File: src/rtl/rx_hold_pkg.sv
// Shared types for the two-entry receive holding buffer.
package rx_hold_pkg;

    // Where the next received character lands.
    typedef enum logic {
        SEL_DATA = 1'b0,
        SEL_BUF  = 1'b1
    } rxh_ptr_e;

    // Register load controls decided by the pointer logic each cycle.
    typedef struct packed {
        logic ld_data_in;   // data register takes the incoming byte
        logic ld_data_buf;  // data register takes the buffer byte
        logic ld_buf_in;    // buffer register takes the incoming byte
        logic drop;         // the oldest byte is discarded this cycle
    } rxh_ctl_t;

endpackage

File: src/rtl/rx_hold_ctrl.sv
// Pointer and occupancy control for the receive holding buffer.
// Handles a read first and then a receive, in the same cycle.
// Assumes that strobes are synchronous to clk. Reset is synchronous and active low.
module rx_hold_ctrl
    import rx_hold_pkg::*;
(
    input  logic     clk,
    input  logic     rst_n,
    input  logic     en,
    input  logic     rx_wr,
    input  logic     host_rd,
    output rxh_ctl_t ctl,
    output logic [1:0] fill
);

    rxh_ptr_e ptr_q, ptr_d;
    logic     full_q, full_d;
    rxh_ptr_e ptr_mid;
    logic     full_mid;
    logic     rd_eff;

    // Decide the loads and next pointer: read step first, then receive step.
    always_comb begin
        ctl      = '0;
        rd_eff   = en && host_rd && (ptr_q == SEL_BUF);
        ptr_mid  = ptr_q;
        full_mid = full_q;
        if (rd_eff) begin
            if (full_q) begin
                ctl.ld_data_buf = 1'b1;
                full_mid        = 1'b0;
            end else begin
                ptr_mid = SEL_DATA;
            end
        end
        ptr_d  = ptr_mid;
        full_d = full_mid;
        if (en && rx_wr) begin
            if (ptr_mid == SEL_DATA) begin
                ctl.ld_data_in = 1'b1;
                ptr_d          = SEL_BUF;
                full_d         = 1'b0;
            end else if (!full_mid) begin
                ctl.ld_buf_in = 1'b1;
                full_d        = 1'b1;
            end else begin
                ctl.ld_data_buf = 1'b1;
                ctl.ld_buf_in   = 1'b1;
                ctl.drop        = 1'b1;
                full_d          = 1'b1;
            end
        end
        if (!en) begin
            ptr_d  = SEL_DATA;
            full_d = 1'b0;
        end
    end

    // Hold pointer and buffer-occupied state.
    always_ff @(posedge clk) begin
        if (!rst_n) begin
            ptr_q  <= SEL_DATA;
            full_q <= 1'b0;
        end else begin
            ptr_q  <= ptr_d;
            full_q <= full_d;
        end
    end

    // Encode the number of unread bytes (0, 1 or 2).
    always_comb begin
        if (ptr_q == SEL_DATA) fill = 2'd0;
        else if (!full_q)      fill = 2'd1;
        else                   fill = 2'd2;
    end

endmodule

File: src/rtl/rx_hold_regs.sv
// Storage for the visible data register and the hidden buffer register.
// Assumes that at most one data-register source is selected per cycle.
module rx_hold_regs
    import rx_hold_pkg::*;
#(
    parameter int DATA_W = 8
) (
    input  logic              clk,
    input  logic              rst_n,
    input  rxh_ctl_t          ctl,
    input  logic [DATA_W-1:0] din,
    output logic [DATA_W-1:0] data_q,
    output logic [DATA_W-1:0] buf_q
);

    // Load the data register from the input or from the buffer.
    always_ff @(posedge clk) begin
        if (!rst_n)              data_q <= '0;
        else if (ctl.ld_data_in)  data_q <= din;
        else if (ctl.ld_data_buf) data_q <= buf_q;
    end

    // Load the buffer register from the input.
    always_ff @(posedge clk) begin
        if (!rst_n)             buf_q <= '0;
        else if (ctl.ld_buf_in) buf_q <= din;
    end

endmodule

File: src/rtl/rx_hold_ovf.sv
// Sticky overrun flag. A set wins over a clear in the same cycle.
module rx_hold_ovf (
    input  logic clk,
    input  logic rst_n,
    input  logic set_i,
    input  logic clr_i,
    output logic flag_q
);

    // Set on a drop; clear on a clear strobe without a drop.
    always_ff @(posedge clk) begin
        if (!rst_n)     flag_q <= 1'b0;
        else if (set_i) flag_q <= 1'b1;
        else if (clr_i) flag_q <= 1'b0;
    end

endmodule

File: src/rtl/rx_hold_buffer.sv
// Two-entry receive holding buffer: a visible data register and a hidden
// buffer register, steered by a pointer, with drop-oldest overrun handling.
// Assumes that rx_byte is valid whenever rx_wr is high.
module rx_hold_buffer
    import rx_hold_pkg::*;
#(
    parameter int DATA_W = 8
) (
    input  logic              clk,
    input  logic              rst_n,
    input  logic              en,
    input  logic              rx_wr,
    input  logic [DATA_W-1:0] rx_byte,
    input  logic              host_rd,
    input  logic              ovf_clr,
    output logic [DATA_W-1:0] rd_data,
    output logic              rx_complete,
    output logic              overrun
);

    rxh_ctl_t          ctl;
    logic [1:0]        fill;
    logic [DATA_W-1:0] data_q;
    logic [DATA_W-1:0] buf_q;

    rx_hold_ctrl u_ctrl (
        .clk     (clk),
        .rst_n   (rst_n),
        .en      (en),
        .rx_wr   (rx_wr),
        .host_rd (host_rd),
        .ctl     (ctl),
        .fill    (fill)
    );

    rx_hold_regs #(.DATA_W(DATA_W)) u_regs (
        .clk    (clk),
        .rst_n  (rst_n),
        .ctl    (ctl),
        .din    (rx_byte),
        .data_q (data_q),
        .buf_q  (buf_q)
    );

    rx_hold_ovf u_ovf (
        .clk    (clk),
        .rst_n  (rst_n),
        .set_i  (ctl.drop),
        .clr_i  (ovf_clr),
        .flag_q (overrun)
    );

    // Drive the outputs from the stored state.
    always_comb begin
        rd_data     = data_q;
        rx_complete = (fill != 2'd0);
    end

endmodule

File: config.mk
export PLATFORM = sky130hd
export DESIGN_NAME = rx_hold_buffer
export DESIGN_NICKNAME = d
export VERILOG_FILES = /design/src/rtl/rx_hold_pkg.sv /design/src/rtl/rx_hold_ctrl.sv /design/src/rtl/rx_hold_regs.sv /design/src/rtl/rx_hold_ovf.sv /design/src/rtl/rx_hold_buffer.sv
export SDC_FILE = /design/constraint.sdc
export NUM_CORES = 1
export LEC_CHECK = 0
export BUFFER_PORTS_ARGS = -buffer_cell sky130_fd_sc_hd__buf_2
export CORE_MARGIN = 2
export CORE_UTILIZATION = 30
export DETAILED_ROUTE_END_ITERATION = 7
export MAX_ROUTING_LAYER = met4
export PLACE_DENSITY = 0.62
export SLEW_MARGIN = 40
export SYNTH_ARGS = -nofsm -noshare
export SYNTH_HDL_FRONTEND = slang
export SYNTH_SLANG_ARGS = --single-unit
export TNS_END_PERCENT = 50
File: constraint.sdc
create_clock -name clk -period 1.2 [get_ports clk]
set_clock_uncertainty 0.1 [all_clocks]
set_input_delay 0.06 -clock clk [delete_from_list [all_inputs] [get_ports clk]]
set_output_delay 0.06 -clock clk [all_outputs]
set_load 0.02 [all_outputs]
==> metrics.md <==
| Metric | Value |
|---|---|
| CTS tree | yes |
| Synth cell types | 20 |
| Synthesized instance count | 93 |
| Fraction of the yosys area taken by sequential cells | 44.1% |
| I/O pins | 24 |
| Layout area overhead | 53.0% |
| Critical path class | reg2reg |
| First-pass GRT wire length | 3970 microns |
| Commonest non-fill, non-tap cells in the layout | buf_2, dfxtp_1, a211oi_1 |
| Largest net degree at the start of global routing | 18 |
| Die height | 57.6 microns |
| Placeable core area | between 2000 and 3000 sq um |
| WP buf/inv | 0 |
| Syn_nets | 107 |
| P_leak | 0.553 nW |
| Ant diodes | 0 |
| CTS sink count | 19 |
| Failing checks | negative setup slack |
| Startpoint Class | register |
| Ordered cell list for the critical path | o2111ai_4, mux2i_1, a211oi_1 |
| Least-Margin Pin Slew | ~0.45 ns |
| Vias per cell | ~5.3 |
| Fin. Hold Viols | 0 |
| Util after Layout | 48.2% |
| DRT iter0 DRCs | 14 |
| CP max FO | 8 |
| Drt pass-1 iters | 4 |
| RSZ-0062 raised after global routing | yes |
| Final WS setup | -0.0276 ns |
| Critical path depth | 3 |
| Die area | 3320 sq um |
| Initial antenna violation count | 0 |
| Worst endpoint data arrival time | 1.35 ns |
| Worst endpoint required time | 1.33 ns |
| Final setup vio count | 4 |
| WL final | 2430 microns |
| #FFs+latches synth | 19 |
| Tmin final | 1.23 ns |
| Row count | 19 |
| Drt wl/cell | 14.4 microns |
| Cts bufs inserted | 3 |
| Post-DP HPWL | 1560 microns |
| Max-slew violations | 0 |
| Hold WC Path Type | in2reg |
| Synthesized cell area | 862 sq um |
| Clock transition at the registers of the reported paths | 0.12 ns |
| Placer Congestion | ~0.83 |
| Gr ovfl total | 0 |
| Die Wd | just under 60 microns |
| Slowest stage delay, CP | 0.38 ns |
| Fmax | between 800 and 900 MHz |
| FF-to-FF path depth | 3 |
| Starting density of the core | around a third |
| Peak supply drop | roughly 0.00074 V |
| Clock Latency Late Sink | 0.31 ns |
| Ys Warns | 0 |
| CTS Buffer Depth | 2 |
| Slew HR | 70.0% |
| Post-route DRC | 0 |
| Fraction of layout cells with a size suffix above 1 | 41.3% |
| # Max-Cap Violations | 0 |
| Hold Crit Depth | 3 |
| Final worst path period share | 102% |
| Vias | 891 |
| Total global routing track utilization | 16.3% |
| Power Total | 1.26 mW |
| Top cell family by delay on the critical path | compound AO/OA/AOI/OAI gates |
| Critical-path top delay cell | dfxtp_4 |
| Outcome | complete, but fails checks |
| Synthesized area per cell | 9.27 sq um |
| Most common cell after layout, fill and taps aside | buf_2 |
| Htree depth | 1 |
| Number of global-route vias before repair | 874 |
| IO buf count | 23 |
| CP Capture Type | register |
| Power Density | 954 nW/um^2 |
| Antenna viol nets, final | 0 |
| Fillers | about 260 |
| Root Buffer | clkbuf_4 |
| Nets@finish | 153 |
-- worst register-to-register path, cell delays in order (launching register included) --
cell,delay [ns]
dfxtp_4,0.38
o2111ai_4,0.25
mux2i_1,0.19
a211oi_1,0.23
-- metrics by stage --
step                cells  hold slack (ns)  setup TNS (ns)  area [sq um]  setup WS (ns)
floorplan              93           0.0998         -0.0639           882        -0.0132
global placement      152            0.222          -0.487          1080        -0.0443
detailed placement    152            0.233           -1.26          1080         -0.120
CTS                   169           0.0118          -0.255          1270        -0.0471
global route          169           0.0313           -1.13          1320         -0.104
finish                169           0.0509         -0.0756          1320        -0.0276
-- state kept, by name (all words and copies together) (netlist names) --
register	cells
u_regs.buf_q	8
u_regs.data_q	8
u_ctrl.full_q	1
u_ctrl.ptr_q	1
u_ovf.flag_q	1
-- cell type report --
cell class                 instances  area [sq um]  area share, %
multi-input combinational         64           500           38.0
sequential                        19           388           29.4
timing repair buffer              49           357           27.0
tap                               31          38.8           2.94
clock buffer                       3          22.5           1.71
inverter                           2          7.51          0.569
clock inverter                     1          5.00          0.380
-- timing repair --
item | CTS | global route
hold buffers | 11 | 0
hold endpoints to repair | 12 | 0
gates resized for setup | 13 | 11
buffers inserted | 1 | 0
pin swaps | 6 | 7
gates cloned | 1 | 0
endpoints found under the setup margin | 20 | 19
-- where the power goes --
part           switching [mW]  internal, mW
Combinational           0.137         0.121
Sequential             0.0131         0.651
Clock                   0.212         0.124
-- worst paths after layout --
path / from / to / slack [ns]
max: u_ctrl.full_q / u_regs.data_q[1] / -0.03
min: rx_wr / u_ctrl.full_q / 0.05
max reg2reg: u_ctrl.full_q / u_regs.data_q[1] / -0.03
min reg2reg: u_regs.buf_q[5] / u_regs.buf_q[5] / 0.38
-- kinds of logic after synthesis --
logic type	synth area share, %
compound gates	29.9
simple gates	10.9
flops	44.1
mux	9.29
buf+inv	5.80
-- routing by layer --
metal / vias to the layer above / track usage [%] / share of wire, %
li1: 440 / - / -
met1: 432 / 18.0 / 44
met2: 17 / 27.4 / 51
met3: 2 / 4.99 / 4.1
met4: 0 / 5.98 / 0.41
met5: - / - / 0
-- cells in the mapped netlist --
master / count / area (sq um)
buf_6: 1 / 11.3
a21oi_1: 11 / 55.1
nand2b_1: 2 / 12.5
clkbuf_1: 3 / 11.3
and3_1: 1 / 6.26
and2b_1: 1 / 7.51
nand3b_1: 1 / 7.51
a211oi_1: 16 / 120
buf_2: 4 / 20.0
a2111oi_0: 1 / 8.76
inv_2: 1 / 3.75
clkinv_1: 1 / 3.75
nand2_1: 3 / 11.3
dfxtp_1: 19 / 380
nand3_1: 9 / 45.0
o21ai_0: 8 / 40.0
nor2_1: 1 / 3.75
o2111ai_4: 1 / 26.3
mux2i_1: 8 / 80.1
a21o_1: 1 / 7.51
No activity file was read; power rests on OpenSTA's default activity.
